File: src/rtl/uart_tagged.sv
module uart_tagged #(
  parameter int DEPTH = 16,
  parameter int DIVW  = 16
) (
  input  logic        clk,
  input  logic        rst_n,
  input  logic        reg_we,
  input  logic [1:0]  reg_addr,
  input  logic [15:0] reg_wdata,
  input  logic        rx_pop,
  output logic [11:0] rx_rdata,
  output logic        rx_empty,
  output logic        tx_full,
  input  logic        modem_chg,
  input  logic        rxd,
  output logic        txd,
  output logic        irq
);
  localparam int AW = $clog2(DEPTH);
  localparam int CW = AW + 1;
  localparam logic [CW-1:0] FULL = CW'(DEPTH);
  localparam int PE_B = 2 * CW;
  localparam int PO_B = 2 * CW + 1;
  localparam int TS_B = 2 * CW + 2;

  typedef enum logic [1:0] {RX_IDLE, RX_START, RX_DATA, RX_WAITHI} rx_st_t;

  logic [DIVW-1:0] div_q, div_m1;
  logic [CW-1:0]   rx_lvl, tx_lvl;
  logic            par_en, par_odd, two_stop;
  logic [3:0]      mask_q;
  logic            modem_src, err_src;

  wire w_tx  = reg_we && reg_addr == 2'd0;
  wire w_div = reg_we && reg_addr == 2'd1;
  wire w_ctl = reg_we && reg_addr == 2'd2;
  wire w_msk = reg_we && reg_addr == 2'd3;

  assign div_m1 = (div_q == '0) ? '0 : div_q - 1'b1;

  always_ff @(posedge clk) begin
    if (!rst_n) begin
      div_q <= DIVW'(1);
      rx_lvl <= '0; tx_lvl <= '0;
      par_en <= 1'b0; par_odd <= 1'b0; two_stop <= 1'b0;
      mask_q <= '0;
    end else begin
      if (w_div) div_q <= reg_wdata[DIVW-1:0];
      if (w_ctl) begin
        rx_lvl   <= reg_wdata[CW-1:0];
        tx_lvl   <= reg_wdata[2*CW-1:CW];
        par_en   <= reg_wdata[PE_B];
        par_odd  <= reg_wdata[PO_B];
        two_stop <= reg_wdata[TS_B];
      end
      if (w_msk) mask_q <= reg_wdata[3:0];
    end
  end

  // transmit queue and shifter
  logic [7:0]    tx_mem [DEPTH];
  logic [AW-1:0] tx_wp, tx_rp;
  logic [CW-1:0] tx_cnt;
  logic          tx_busy;
  logic [11:0]   tx_sh;
  logic [3:0]    tx_left, tx_sub;
  logic [DIVW-1:0] tx_bc;

  wire tx_pop  = !tx_busy && tx_cnt != '0;
  wire tx_push = w_tx && tx_cnt != FULL;
  wire [7:0]  tx_byte  = tx_mem[tx_rp];
  wire        tx_par   = ^tx_byte ^ par_odd;
  wire [11:0] tx_frame = par_en ? {2'b11, tx_par, tx_byte, 1'b0} : {3'b111, tx_byte, 1'b0};

  always_ff @(posedge clk) if (tx_push) tx_mem[tx_wp] <= reg_wdata[7:0];

  always_ff @(posedge clk) begin
    if (!rst_n) begin
      tx_wp <= '0; tx_rp <= '0; tx_cnt <= '0;
    end else begin
      if (tx_push) tx_wp <= tx_wp + 1'b1;
      if (tx_pop)  tx_rp <= tx_rp + 1'b1;
      tx_cnt <= tx_cnt + CW'(tx_push) - CW'(tx_pop);
    end
  end

  always_ff @(posedge clk) begin
    if (!rst_n) begin
      tx_busy <= 1'b0; tx_sh <= '1; tx_left <= '0; tx_sub <= '0; tx_bc <= '0;
    end else if (tx_pop) begin
      tx_busy <= 1'b1;
      tx_sh   <= tx_frame;
      tx_left <= 4'd10 + {3'b0, par_en} + {3'b0, two_stop};
      tx_sub  <= '0;
      tx_bc   <= div_m1;
    end else if (tx_busy) begin
      if (tx_bc == '0) begin
        tx_bc  <= div_m1;
        tx_sub <= tx_sub + 1'b1;
        if (tx_sub == 4'd15) begin
          tx_sh   <= {1'b1, tx_sh[11:1]};
          tx_left <= tx_left - 1'b1;
          if (tx_left == 4'd1) tx_busy <= 1'b0;
        end
      end else begin
        tx_bc <= tx_bc - 1'b1;
      end
    end
  end

  assign txd     = tx_busy ? tx_sh[0] : 1'b1;
  assign tx_full = tx_cnt == FULL;

  // receiver
  logic [1:0]  rx_sy;
  rx_st_t      rx_st;
  logic [DIVW-1:0] rx_bc;
  logic [3:0]  rx_sub, rx_bit;
  logic [8:0]  rx_sh;

  wire       rxs     = rx_sy[1];
  wire       rx_tick = rx_bc == '0;
  wire [3:0] rx_last = par_en ? 4'd9 : 4'd8;
  wire       rx_done = rx_st == RX_DATA && rx_tick && rx_sub == 4'd15 && rx_bit == rx_last;
  wire       fe  = !rxs;
  wire       pe  = par_en && (rx_sh[8] != (^rx_sh[7:0] ^ par_odd));
  wire       brk = rx_sh[7:0] == 8'h00 && !rxs && !(par_en && rx_sh[8]);
  wire [11:0] rx_entry = {1'b0, brk, pe, fe, rx_sh[7:0]};

  always_ff @(posedge clk) begin
    if (!rst_n) begin
      rx_sy <= 2'b11; rx_st <= RX_IDLE; rx_bc <= '0;
      rx_sub <= '0; rx_bit <= '0; rx_sh <= '0;
    end else begin
      rx_sy <= {rx_sy[0], rxd};
      case (rx_st)
        RX_IDLE: if (!rxs) begin
          rx_st <= RX_START; rx_bc <= div_m1; rx_sub <= '0;
        end
        RX_START: if (rx_tick) begin
          rx_bc  <= div_m1;
          rx_sub <= rx_sub + 1'b1;
          if (rx_sub == 4'd7) begin
            if (!rxs) begin rx_st <= RX_DATA; rx_sub <= '0; rx_bit <= '0; end
            else rx_st <= RX_IDLE;
          end
        end else rx_bc <= rx_bc - 1'b1;
        RX_DATA: if (rx_tick) begin
          rx_bc  <= div_m1;
          rx_sub <= rx_sub + 1'b1;
          if (rx_sub == 4'd15) begin
            if (rx_bit == rx_last) rx_st <= rxs ? RX_IDLE : RX_WAITHI;
            else begin rx_sh[rx_bit] <= rxs; rx_bit <= rx_bit + 1'b1; end
          end
        end else rx_bc <= rx_bc - 1'b1;
        default: if (rxs) rx_st <= RX_IDLE;
      endcase
    end
  end

  // receive queue
  logic [11:0]   rx_mem [DEPTH];
  logic [AW-1:0] rx_wp, rx_rp;
  logic [CW-1:0] rx_cnt;

  wire rx_push  = rx_done;
  wire rx_store = rx_push && rx_cnt != FULL;
  wire rx_ovr   = rx_push && rx_cnt == FULL;
  wire rx_take  = rx_pop && rx_cnt != '0;

  always_ff @(posedge clk) begin
    if (rx_store) rx_mem[rx_wp] <= rx_entry;
    if (rx_ovr)   rx_mem[rx_wp - 1'b1][11] <= 1'b1;
  end

  always_ff @(posedge clk) begin
    if (!rst_n) begin
      rx_wp <= '0; rx_rp <= '0; rx_cnt <= '0;
    end else begin
      if (rx_store) rx_wp <= rx_wp + 1'b1;
      if (rx_take)  rx_rp <= rx_rp + 1'b1;
      rx_cnt <= rx_cnt + CW'(rx_store) - CW'(rx_take);
    end
  end

  assign rx_rdata = rx_mem[rx_rp];
  assign rx_empty = rx_cnt == '0;

  // interrupt sources
  always_ff @(posedge clk) begin
    if (!rst_n) begin
      modem_src <= 1'b0; err_src <= 1'b0;
    end else begin
      if (modem_chg) modem_src <= 1'b1;
      else if (w_msk && reg_wdata[8]) modem_src <= 1'b0;
      if ((rx_push && (pe || fe || brk)) || rx_ovr) err_src <= 1'b1;
      else if (w_msk && reg_wdata[9]) err_src <= 1'b0;
    end
  end

  wire [3:0] src = {err_src, modem_src, tx_cnt <= tx_lvl, rx_cnt >= rx_lvl};
  assign irq = |(src & mask_q);
endmodule

File: config.mk
export PLATFORM = sky130hd
export DESIGN_NAME = uart_tagged
export DESIGN_NICKNAME = d
export VERILOG_FILES = /design/src/rtl/uart_tagged.sv
export SDC_FILE = /design/constraint.sdc
export NUM_CORES = 1
export LEC_CHECK = 0
export BUFFER_PORTS_ARGS = -buffer_cell sky130_fd_sc_hd__clkbuf_2
export CAP_MARGIN = 20
export CELL_PAD_IN_SITES_DETAIL_PLACEMENT = 0
export CELL_PAD_IN_SITES_GLOBAL_PLACEMENT = 2
export CORE_ASPECT_RATIO = 1.4
export CORE_UTILIZATION = 45
export CTS_CLUSTER_SIZE = 8
export DETAILED_ROUTE_END_ITERATION = 6
export PLACE_DENSITY = 0.83
export SLEW_MARGIN = 20
export SYNTH_ARGS = -nofsm -noshare
export SYNTH_HDL_FRONTEND = slang
export SYNTH_SLANG_ARGS = --single-unit
File: constraint.sdc
create_clock -name clk -period 3.9 [get_ports clk]
set_input_delay 0.39 -clock clk [delete_from_list [all_inputs] [get_ports clk]]
set_output_delay 0.39 -clock clk [all_outputs]
set_load 0.02 [all_outputs]
**Yosys cells after proc, flatten, opt, wreduce, memory -nomap -nowiden**

Memories as Yosys holds them, arrays and structs flattened. A register that Yosys moved wholly into a read port is not among the register bits.
Cells that the tools add are included.

- Memories: 2
- RAM bits: 320
- Word-level logic and storage cells: 200
- Bits in registers: 135

Memories:

| memory | depth | bits a word | rd ports | clocked after Yosys merged registers in | wr ports | RTL line | text |
|---|---|---|---|---|---|---|---|
| rx_mem | 16 | 12 | 1 | 1 | 1 | 162 | `logic [11:0] rx_mem [DEPTH];` |
| tx_mem | 16 | 8 | 1 | 1 | 1 | 61 | `logic [7:0] tx_mem [DEPTH];` |

- Eq/ne operators: 23
- Bitwise logic cells: 5
- Reduce and logical (&&, ||, !) cells: 57
- $add $sub $neg: 18
- $lt $le $gt $ge: 4
- Muxes and demuxes: 65

Operator list:

| kind | count |
|---|---|
| $mux W16 | 6 |
| $mux W4 | 19 |
| $mux W12 | 5 |
| $logic_not A16 Y1 | 3 |
| $sub A16 B1 Y16 const B | 3 |
| $pmux W16 S2 | 1 |
| $add A4 B1 Y4 const B | 7 |
| $logic_and A1 B1 Y1 | 20 |
| $mux W2 | 10 |
| $mux W1 | 18 |
| $reduce_xor A8 Y1 | 2 |
| $reduce_and A7 Y1 | 2 |
| $reduce_bool A2 Y1 | 7 |
| $ne A2 B2 Y1 const B | 6 |
| $pmux W4 S3 | 1 |
| $reduce_or A12 Y1 | 1 |
| $add A5 B1 Y5 | 2 |
| $eq A5 B5 Y1 const B | 2 |
| $mux W10 | 1 |
| $ne A5 B5 Y1 const B | 2 |
| $reduce_bool A5 Y1 | 2 |
| $sub A5 B1 Y5 | 2 |
| $bwmux W9 | 1 |
| $eq A4 B4 Y1 const B | 2 |
| 32 further kinds | 47 |

**Logic depth before layout (Yosys ltp)**

Gate-level depths: netlist of run 1.

- Depth after elaboration: 9
- Gate-level depth with buffers: 17

**Worst setup path after synthesis of run 1**

No wires, ideal clock.

- Kind: register to register
- From: register rx_bc[2]
- To: register rx_cnt[4]
- Path buffers: 1
- Setup slack: 0.289 ns
- Cell stages (with the launch flop): 14
- Clock period less this slack: 3.611 ns
- Arrival time: 3.540 ns
- Cells stage by stage: dfxtp_1 -> or4_4 -> or4_1 -> buf_2 -> nor4_4 -> inv_1 -> ha_1 -> inv_1 -> ha_1 -> fa_1 -> a21oi_1 -> nor2_1 -> or3_1 -> a21oi_1

- Cells in the longest elaborated chain, start to end: 7

Ends and longest elaborated chain:

| item | RTL line | text |
|---|---|---|
| start, declared | 117 | `logic [DIVW-1:0] rx_bc;` |
| start signal, assigned | 141 | `rx_bc <= div_m1;` |
| start signal, assigned | 147 | `end else rx_bc <= rx_bc - 1'b1;` |
| start signal, assigned | 149 | `rx_bc <= div_m1;` |
| $logic_not A16 Y1 | 122 | `wire rx_tick = rx_bc == '0;` |
| $logic_and A1 B1 Y1 (3 in series) | 124 | `wire rx_done = rx_st == RX_DATA && rx_tick && rx_sub == 4'd15 && rx_bit == rx_last;` |
| $logic_and A1 B1 Y1 | 167 | `wire rx_store = rx_push && rx_cnt != FULL;` |
| $add A5 B1 Y5 | 182 | `rx_cnt <= rx_cnt + CW'(rx_store) - CW'(rx_take);` |
| $sub A5 B1 Y5 | 182 |  |
| end signal, assigned | 182 |  |
| end, declared | 164 | `logic [CW-1:0] rx_cnt;` |

No other way between the ends.
A chain may end at the register's enable or synchronous reset.

**Worst setup path in the final report of run 1**

Same ends and word-level chain as after synthesis.

==> results.ini, run 1 <==
[status]
status = finished clean

[clocking]
clk_latency_ns = 0.59
clkSinkCount = 461
cts_root_buf = clkbuf_16
cts-buffers-inserted = 67
post-cts-setup-buffers = 0
htreeDepth = 3
path_clk_slew_ns = 0.05
cts_tree = done
post_cts_resized = 0
clockBufferDepth = 3

[route]
drc = 0
wl_mm = 46.8
via_per_inst = 5.66
drtPass1Iterations = 5
drt_iter0_drc = 737
vias = 12500
routedWlPerCell_um = 21.2
ant_nets = 0

[place]
gp_congestion = 0.810
place.port_buffers = 39
dpl_worst_slack_ns = 0.244
placed_cell_area_um2 = 21300
hpwl_mm = 31.4

[sta]
fin_crit_ns = 3.65
final.setup.tns_ns = 0
clock.fmax_mhz = 274
slew_viol_final = 0
fin_crit_sh_pct = 93.6
hold_violations = 0
worst_hold_slack_ns = 0.0618
clock_skew_ns = 0.0270
tightest_slew_ns = 1.10
fin_ws_ns = 0.250
finalSetupViolations = 0
timing.slew.headroom_pct = 26.3
rsz0062_at_grt = false

[setup_path]
crit_buf_inv = 2
cp.required_ns = 4.42
critPathCaptureType = register
crit_path_top_delay_cell = or4_4
crit_path_max_incr_delay_ns = 0.59
critPathArrivalTime_ns = 4.17
startpoint = rx_bc[2]
worstSetupPathType = reg2reg
start_kind = register
cp_top_family = simple AND/OR/NAND/NOR gates
crit_chain = or4_4 > or4_1 > nor4_4 > inv_1 > ha_1 > inv_1 > ha_1 > fa_1 > a21oi_1 > nor2_1 > or3_1 > a21oi_1
cp_max_fo = 7
r2r_start = rx_bc[2]

[yosys]
syn_avg_cell_area_um2 = 13.3
synth-seq-cells = 461
synth_area_um2 = 20300
ys.flop_type = edfxtp_1
syn_nets = 1613
synth-edff-count = 320
seq_area_frac_synth_pct = 61.1
synthArstFlopShare_pct = 0
syn_inst = 1535
yosys_warnings = 0
ys_types = 70

[finish]
syn2layout_area_growth_pct = 14.5
layout.nets = 1687
layout_common_cells = edfxtp_1 (320), nor2_1 (148), dfxtp_1 (138)
layout_commonest_cell = edfxtp_1
layout-drive-gt1-share_pct = 18.1
finalInstanceArea_um2 = 23300

[global_routing]
grt_overflow = 0
grtUsageTotal_pct = 21.1
grt_max_degree = 62
grt_pass1_vias = 12900
grt_pass1_wl_mm = 73.4
antenna_found_initial = 2

[floorplanning]
fp.dieH_um = 254
ios = 40
die_w_um = 182
initial_core_util_pct = 45.9
fp.dieArea_um2 = 46100
core_um2 = 44300
num_rows = 91

[run]
maxCapViolations = 0

[power_and_ir_drop]
ir_drop_mv = 0.532
p_leak_uw = 0.00800
cellPowerDensity_nw_per_um2 = 651
finalPower_uw = 15200

[min_path]
hp-start = modem_chg
hold_class = in2reg

[through the flow]
step           util, %  std cells
5_1_grt           52.6       2209
4_1_cts           52.5       2207
3_5_place_dp      48.1       2095
6_report          52.6       2211
2_1_floorplan        -       1535
3_3_place_gp      48.1       2095
[registers in the layout (all words and copies together), names as in the netlist, 4 cells and up, named ones only]
register / cells
div_q: 16
mask_q: 4
rx_bc: 16
rx_bit: 4
rx_cnt: 5
rx_lvl: 5
rx_mem: 192
rx_rp: 4
rx_sh: 9
rx_sub: 4
rx_wp: 4
tx_bc: 16
tx_cnt: 5
tx_left: 4
tx_lvl: 5
tx_mem: 128
tx_rp: 4
tx_sh: 10
tx_sub: 4
tx_wp: 4
[per-layer routing]
layer / share of wire (%) / wire length, um / GRT usage, % / vias to the layer above
met5: 0 / 0 / 0 / -
met4: 2.9 / 1350 / 8.60 / 0
met1: 38 / 18000 / 23.2 / 6255
li1: - / - / - / 5934
met3: 3.7 / 1720 / 3.21 / 78
met2: 55 / 25800 / 40.2 / 243
[logic make-up after synthesis]
family / count (synthesis) / share of synthesized area, %
simple gates: 468 / 11.2
flops: 461 / 61.1
compound gates: 251 / 7.90
buf+inv: 142 / 2.67
mux: 120 / 11.8
fa+ha+maj: 54 / 3.39
xor+xnor: 39 / 1.95
[cell type report]
| type | count | area, um^2 |
|---|---|---|
| sequential | 461 | 12400 |
| fill | 3707 | 21000 |
| clock buffer | 104 | 1830 |
| multi-input combinational | 932 | 7410 |
| inverter | 61 | 230 |
| timing repair buffer | 86 | 576 |
| clock inverter | 7 | 111 |
| tap | 558 | 698 |
| antenna | 2 | 5.00 |
[where the power goes]
part           internal, uW  switching (uW)  total (uW)
Sequential             5480             319        5800
Combinational          1870            2190        4060
Clock                  3220            2100        5320
Total                 10600            4600       15200
[cell usage after synthesis (12+ instances only)]
cell type    n  share of area, %
or3_1       19              0.58
a211oi_1    13              0.48
inv_1       60               1.1
and3_1      13              0.40
a21oi_1     91               2.2
mux2i_1     22               1.1
ha_1        52               3.2
o21a_1      12              0.44
nand2b_1    14              0.43
nand3_1     31              0.76
nand4_1     13              0.40
edfxtp_1   320                47
dfxtp_1    141                14
a21o_1      16              0.59
xor2_1      15              0.65
nor2_1     161               3.0
mux4_2      96                11
xnor2_1     20              0.86
nor3_1      30              0.74
o21ai_0     51               1.3
clkbuf_1    65               1.2
nor4_1      15              0.46
nand2_1    117               2.2
[worst register-to-register path, cell delays in order (launching register included)]
cell	delay [ns]
dfxtp_1	0.36
or4_4	0.59
or4_1	0.59
nor4_4	0.34
inv_1	0.11
ha_1	0.28
inv_1	0.04
ha_1	0.20
fa_1	0.41
a21oi_1	0.15
nor2_1	0.06
or3_1	0.33
a21oi_1	0.14
[timing repair]
action | 4_1_cts | 5_1_grt
hold buffers | 1 | 0
endpoints found under the hold margin | 1 | 0
setup endpoints to repair | 0 | 0
[path summary, 6_finish.rpt]
path	endpoint	slack, ns	cells past startpoint
setup reg to reg	rx_cnt[4]	0.25	12
setup / recovery	rx_cnt[4]	0.25	12
hold reg to reg	rx_sy[1]	0.41	1
hold / removal	modem_src	0.06	3
Power figures use the tool's default switching activity.
==> inputs of run 2 (changes only) <==
Settings changed: CELL_PAD_IN_SITES_DETAIL_PLACEMENT 0 to 1, CELL_PAD_IN_SITES_GLOBAL_PLACEMENT 2 to 1, CORE_UTILIZATION 45 to 52, PLACE_DENSITY 0.83 to not set, PLACE_DENSITY_LB_ADDON set to 0.1, REMOVE_ABC_BUFFERS set to 1.
==> run 2 against run 1 <==
Worst setup slack got worse by 0.025 ns; final cell count decreased by 1.6%; clock skew decreased by 0.0076 ns; maximum frequency decreased by 0.67%; first-iteration DRC count increased by 5.2%; utilization increased by 7.7 points; clock power about the same; sequential share of layout area increased by 0.17 points; sequential cell count unchanged; via count increased by 2.4%; worst hold slack got worse by 0.037 ns; highest routed layer is now met5; cell area decreased by 0.31%.
==> results.ini, run 2 (synthesis gave the netlist of run 1 again) <==
[clocking]
cts_root_buf = clkbuf_16
clkSinkCount = 461  ; unchanged
path_clk_slew_ns = 0.05  ; about the same
clockBufferDepth = 3  ; unchanged
cts_tree = done
cts-buffers-inserted = 67  ; unchanged
htreeDepth = 3  ; unchanged
post_cts_resized = 0  ; unchanged
clk_latency_ns = 0.58  ; about the same

[sta]
fin_crit_ns = 3.67  ; +0.0247 ns
finalSetupViolations = 0  ; unchanged
timing.slew.headroom_pct = 25.9  ; -0.39 points
slew_viol_final = 0  ; unchanged
tightest_slew_ns = 1.11  ; +0.00578 ns
final.setup.tns_ns = 0  ; unchanged
clock.fmax_mhz = 272  ; -0.67%
rsz0062_at_grt = false
fin_crit_sh_pct = 94.2  ; +0.63 points
clock_skew_ns = 0.0194  ; -0.00762 ns
hold_violations = 0  ; unchanged

[power_and_ir_drop]
cellPowerDensity_nw_per_um2 = 659  ; +1.1%
finalPower_uw = 15300  ; +0.80%
p_sw_share_pct = 30.6  ; +0.28 points
p_seq_share_pct = 38.2  ; about the same
power_frac_comb_pct = 26.8  ; about the same
p_switching_uw = 4680  ; +1.7%
ir_drop_mv = 0.492  ; -7.6%
p_clk_share_pct = 35.0  ; about the same
p_leak_uw = 0.00802  ; +0.15%
p_int_uw = 10600  ; +0.39%

[global_routing]
grtUsageTotal_pct = 26.1  ; +5.0 points
grt_pass1_wl_mm = 78.4  ; +6.8%
antenna_found_initial = 1  ; -1
grt_max_degree = 62  ; unchanged
grt_overflow = 0  ; unchanged
grt_pass1_vias = 13800  ; +7.3%

[floorplanning]
die_w_um = 169  ; -6.9%
num_rows = 85  ; -6.6%
fp.dieArea_um2 = 39900  ; -13%
initial_core_util_pct = 52.8  ; +6.9 points
core_um2 = 38500  ; -13%
ios = 40  ; unchanged
fp.dieH_um = 236  ; -6.9%

[place]
hpwl_mm = 34.0  ; +8.3%
place.port_buffers = 39  ; unchanged
placed_cells = 2060  ; -1.7%
gp_congestion = 0.785  ; -3.1%

[route]
drc = 0  ; unchanged
via_per_inst = 5.89  ; +4.1%
wl_mm = 50.0  ; +6.8%
drtPass1Iterations = 5  ; unchanged
vias = 12800  ; +2.4%
drt_iter0_drc = 775  ; +5.2%
ant_nets = 0  ; unchanged
routedWlPerCell_um = 23.0  ; +8.6%

[setup_path]
r2r_start = rx_bc[2]
critPathCaptureType = register
reg2reg_depth = 9  ; -3
cp.required_ns = 4.21  ; -0.21 ns
start_kind = register
critPathArrivalTime_ns = 3.99  ; -0.18 ns
worstSetupPathType = reg2reg
cp_max_fo = 32  ; +25
worst-r2r-setup-slack_ns = 0.23  ; -0.02 ns
r2r-end = rx_mem[6][9]

[finish]
layout-drive-gt1-share_pct = 17.5  ; -0.57 points
layout.nets = 1687  ; unchanged
stdcell_count = 2175  ; -1.6%
multi_input_area_um2 = 7400  ; -0.17%
seq_area_um2 = 12400  ; unchanged
syn2layout_area_growth_pct = 14.1
n_antenna_cell = 0  ; -2
layout_commonest_cell = edfxtp_1
largest_register = rx_mem
reg.largest.list = rx_mem (192), tx_mem (128)
largest_reg_flops = 192  ; unchanged
num-fill-cells = 3753  ; +1.2%
layout_common_cells = edfxtp_1 (320), nor2_1 (158), dfxtp_1 (138)

[min_path]
worstHoldEndpoint = modem_src
holdPathStages = 3  ; unchanged
hp-start = modem_chg
hold_class = in2reg

[status]
status = finished clean

[run]
maxCapViolations = 0  ; unchanged

## run 2: cell types whose count changed in the layout (fill, tap and decap cells not counted), sizes merged
| cell | previous run | this run |
|---|---|---|
| clkbuf | 143 | 147 |
| diode | 2 | 0 |
| inv | 64 | 62 |
## run 2: worst max-delay path by stage
| stage | startpoint | to | slack, ns | cells after the start |
|---|---|---|---|---|
| final | rx_bc[2] | rx_mem[6][9] | 0.23 | 9 |
| after global placement | rx_bc[2] | rx_cnt[4] | 0.33 | 12 |
| after detailed placement | rx_bc[2] | rx_cnt[4] | 0.28 | 12 |
| after floorplan | rx_bc[2] | rx_mem[0][0] | 0.14 | 5 |
| after CTS | rx_bc[2] | rx_mem[6][4] | 0.24 | 9 |
| after global routing | rx_bc[2] | rx_cnt[4] | 0.09 | 12 |
## run 2: layout make-up
cell class	instances	area share [%]
timing repair buffer	86	2.42
clock inverter	5	0.286
multi-input combinational	932	31.9
inverter	61	0.991
tap	522	2.81
clock buffer	108	8.07
sequential	461	53.6
## run 2: critical path, stage by stage, from the launching register on
cell and delay (ns):
dfxtp_1 0.36, or4_4 0.58, or4_1 0.53, buf_4 0.24, nor4_4 0.28, buf_4 0.38, a21oi_1 0.15, a31oi_2 0.50
nor2_1 0.15, buf_4 0.23
## run 2: power by group through the flow
stage	clock network, uW	registers [uW]	logic, uW
floorplan	0	5960	2820
global placement	0	5920	4000
detailed placement	0	5930	4110
CTS	5440	5840	4140
global route	5640	5890	4520
finish	5350	5840	4100
## run 2: per-stage QoR
step	hold WS [ns]	setup WS (ns)	area [um^2]	util, %
finish	0.0253	0.226	23200	60.3
global route	0.0286	0.0897	23200	60.3
CTS	0.00628	0.244	23200	60.3
detailed placement	0.426	0.284	21300	55.2
global placement	0.400	0.331	21300	55.2
floorplan	0.386	0.141	20000	-
## run 2: metal layers
layer  up-vias  track usage, %  routed length (um)
met5         -               0                   8
met4         2            9.53                1500
met3        96            4.53                1830
met2       277            48.3               27300
met1      6503            29.9               19300
li1       5933               -                   -
## run 2: timing repair
action | 4_1_cts | 5_1_grt
hold buffers | 1 | 0
setup buffers | 0 | 0
endpoints found under the hold margin | 1 | 0
==> inputs of run 3 (changes only) <==
Settings changed: ABC_AREA set to 1, CORE_UTILIZATION 52 to 50, SETUP_SLACK_MARGIN set to 0.2.
==> run 3 against run 2 <==
Combinational power increased by 22%; maximum frequency increased by 9.4%; register-to-register slack improved by 0.61 ns; area after synthesis increased by 4.1%; non-clock buffer count decreased by 7; sequential power increased by 1%; global-route usage increased by 1.2 points; wire length increased by 16%; sequential share of layout area decreased by 1.5 points.
==> results.ini, run 3 <==
[status]
status = finished clean

[yosys]
synth-edff-count = 320  ; unchanged
synth_top_area_cell = edfxtp_1
synth-seq-cells = 461  ; unchanged
ys.flop_type = edfxtp_1
synthXorXnorAreaFrac_pct = 1.52  ; -0.43 points
synth_common_cells = nand2_1 (373), edfxtp_1 (320), inv_1 (271), nor2_1 (159), o21ai_0 (156)
synth_area_um2 = 21200  ; +4.1%
synth_fa_ha_area_share_pct = 3.26  ; -0.13 points
yosys.area_share.simple_pct = 16.1  ; +4.9 points
syn_inst = 2153  ; +40%
synth-compound-area-share_pct = 11.2  ; +3.3 points
synth_mux_area_share_pct = 2.27  ; -9.6 points
ys_types = 57  ; -19%
seq_area_frac_synth_pct = 58.7  ; -2.4 points
yosysMostFrequentCell = nand2_1
synthArstFlopShare_pct = 0  ; unchanged
synth_top_area_share_pct = 45.4  ; -1.9 points
syn_avg_cell_area_um2 = 9.84  ; -26%
ys_top_cells_by_area = edfxtp_1 (45%), dfxtp_1 (13%), nand2_1 (6.6%)
synth_top_family_by_area = simple AND/OR/NAND/NOR gates
yosys_warnings = 0  ; unchanged

[clocking]
path_clk_slew_ns = 0.05  ; about the same
htreeDepth = 3  ; unchanged
clkSinkCount = 461  ; unchanged
cts_root_buf = clkbuf_16
post-cts-setup-buffers = 0  ; unchanged
cts_tree = done
cts-buffers-inserted = 67  ; unchanged
clockBufferDepth = 3  ; unchanged
clk_latency_ns = 0.58  ; about the same

[sta]
fin_crit_ns = 3.36  ; -0.315 ns
clock_skew_ns = 0.0208  ; +0.00140 ns
timing.slew.headroom_pct = 37.3  ; +11 points
finalSetupViolations = 0  ; unchanged
clock.fmax_mhz = 298  ; +9.4%
rsz0062_at_grt = false
slew_viol_final = 0  ; unchanged
hold_violations = 0  ; unchanged
tightest_slew_ns = 0.939  ; -0.168 ns
fin_crit_sh_pct = 86.1  ; -8.1 points

[power_and_ir_drop]
p_switching_uw = 5780  ; +23%
p_int_uw = 10400  ; -2.0%
power_frac_comb_pct = 30.8  ; +4.0 points
ir_drop_mv = 0.427  ; -13%
p_sw_share_pct = 35.7  ; +5.1 points
p_clk_share_pct = 32.7  ; -2.3 points
p_seq_share_pct = 36.5  ; -1.7 points
cellPowerDensity_nw_per_um2 = 677  ; +2.8%
finalPower_uw = 16200  ; +5.8%
p_leak_uw = 0.00944  ; +18%

[setup_path]
reg2reg_depth = 15  ; +6
crit_path_max_incr_delay_ns = 0.66  ; +0.08 ns
r2r_start = rx_sub[0]
crit_chain = buf_4 > clkinv_1 > o211ai_1 > nand3_1 > nand2_1 > clkbuf_2
r2r-end = rx_cnt[4]
cp.required_ns = 3.51  ; -0.70 ns
cp_max_fo = 32  ; unchanged
start_kind = register
critPathCaptureType = primary output
critPathArrivalTime_ns = 2.97  ; -1.02 ns
crit_path_top_delay_cell = clkinv_1
worstSetupPathType = reg2out
worst-r2r-setup-slack_ns = 0.84  ; +0.61 ns

[route]
wl_mm = 57.8  ; +16%
drtPass1Iterations = 5  ; unchanged
ant_nets = 0  ; unchanged
routedWlPerCell_um = 20.8  ; -9.7%
vias = 15700  ; +22%
drc = 0  ; unchanged
via_per_inst = 5.63  ; -4.4%
drt_iter0_drc = 978  ; +26%

[finish]
largest_register = rx_mem
layout_commonest_cell = nand2_1
layout_common_cells = nand2_1 (373), edfxtp_1 (320), inv_1 (271)
layout-drive-gt1-share_pct = 9.63  ; -7.9 points
seq_area_um2 = 12400  ; unchanged
stdcell_count = 2783  ; +28%
n_antenna_cell = 0  ; unchanged
largest_reg_flops = 192  ; unchanged
layout.nets = 2291  ; +36%
num-fill-cells = 4536  ; +21%
syn2layout_area_growth_pct = 12.8
reg.largest.list = rx_mem (192), tx_mem (128)
multi_input_area_um2 = 7320  ; -1.1%

[global_routing]
grt_overflow = 0  ; unchanged
antenna_found_initial = 0  ; -1
grt_pass1_vias = 16900  ; +22%
grtUsageTotal_pct = 27.4  ; +1.2 points
gr-usage-met1_pct = 28.8  ; -1.1 points
grt_pass1_wl_mm = 90.5  ; +15%
grt_util_met2_pct = 53.2  ; +4.9 points
busiest_layer = met2
use_met3_pct = 3.65  ; -0.88 points
grt_max_degree = 71  ; +15%

[place]
hpwl_mm = 38.1  ; +12%
gp_congestion = 0.799  ; +1.8%
place.port_buffers = 39  ; unchanged
placed_cells = 2683  ; +30%

[min_path]
hold_class = in2reg
holdPathStages = 3  ; unchanged
worstHoldEndpoint = modem_src
hp-start = modem_chg

[floorplanning]
die_w_um = 176  ; +4.0%
initial_core_util_pct = 51.0  ; -1.8 points
num_rows = 88  ; +3.5%
ios = 40  ; unchanged
fp.dieH_um = 246  ; +4.0%
core_um2 = 41500  ; +7.8%
fp.dieArea_um2 = 43200  ; +8.2%

[run]
maxCapViolations = 0  ; unchanged

run 3: layout make-up:
class,instances,area share (%)
repair buffers,79,2.14
inverters,283,4.47
clock inverters,5,0.283
clock buffers,94,7.62
well taps,540,2.83
multi-input cells,1321,30.6
flip-flops and latches,461,52.0
run 3: worst max-delay path: cells and delay by family (launching register included):
| kind | cells | cell delay (ns) |
|---|---|---|
| buf+inv | 3 | 1.20 |
| simple gates | 2 | 0.42 |
| compound gates | 1 | 0.42 |
| flops | 1 | 0.33 |
run 3: power by group through the flow:
| stage | combinational (uW) | clock (uW) | sequential (uW) |
|---|---|---|---|
| 2_1_floorplan | 3330 | 0 | 6060 |
| 3_3_place_gp | 4750 | 0 | 5960 |
| 3_5_place_dp | 4960 | 0 | 5990 |
| 4_1_cts | 5030 | 5370 | 5900 |
| 5_1_grt | 5610 | 5520 | 5950 |
| 6_report | 4990 | 5280 | 5910 |
run 3: logic make-up (layout without fill, tap and decap cells):
| kind of cell | after synthesis | after routing |
|---|---|---|
| xor gates and xnor gates | 33 | 33 |
| adders and majority gates | 54 | 54 |
| buffers and inverters | 371 | 461 |
| and+or+nand+nor | 767 | 767 |
| muxes | 48 | 48 |
| DFF | 461 | 461 |
| AOI/OAI and AO/OA | 419 | 419 |
run 3: worst max path at each step:
| stage | start | endpoint | slack (ns) | depth (start not counted) |
|---|---|---|---|---|
| finish | register | rx_rdata[6] | 0.54 | 6 |
| global route | register | rx_rdata[6] | 0.49 | 6 |
| CTS | register | rx_rdata[6] | 0.54 | 6 |
| detailed placement | rx_sub[0] | rx_cnt[4] | 0.85 | 15 |
| global placement | rx_bc[2] | rx_cnt[4] | 0.94 | 15 |
| floorplan | register | rx_rdata[0] | -0.44 | 4 |
run 3: metal layers:
metal  wire (um)  part of all wire (%)  vias to the layer above
met1       22000                    38                     7782
met2       31800                    55                      306
met5           0                     0                        -
li1            -                     -                     7457
met3        1870                   3.2                      124
met4        2070                   3.6                        0
run 3: what timing repair did:
action                                 4_1_cts  5_1_grt
hold buffers                                 1        0
endpoints found under the hold margin        1        0
gates resized for setup                      0        0
run 3: metrics by stage:
stage	hold slack (ns)	TNS [ns]	cell area (um^2)	setup WS (ns)	utilization [%]
5_1_grt	0.0567	0	23900	0.488	57.6
2_1_floorplan	0.393	-5.09	20800	-0.438	-
6_report	0.0585	0	23900	0.541	57.6
3_3_place_gp	0.402	0	22000	0.940	53.0
4_1_cts	0.0392	0	23900	0.542	57.6
3_5_place_dp	0.401	0	22000	0.851	53.0
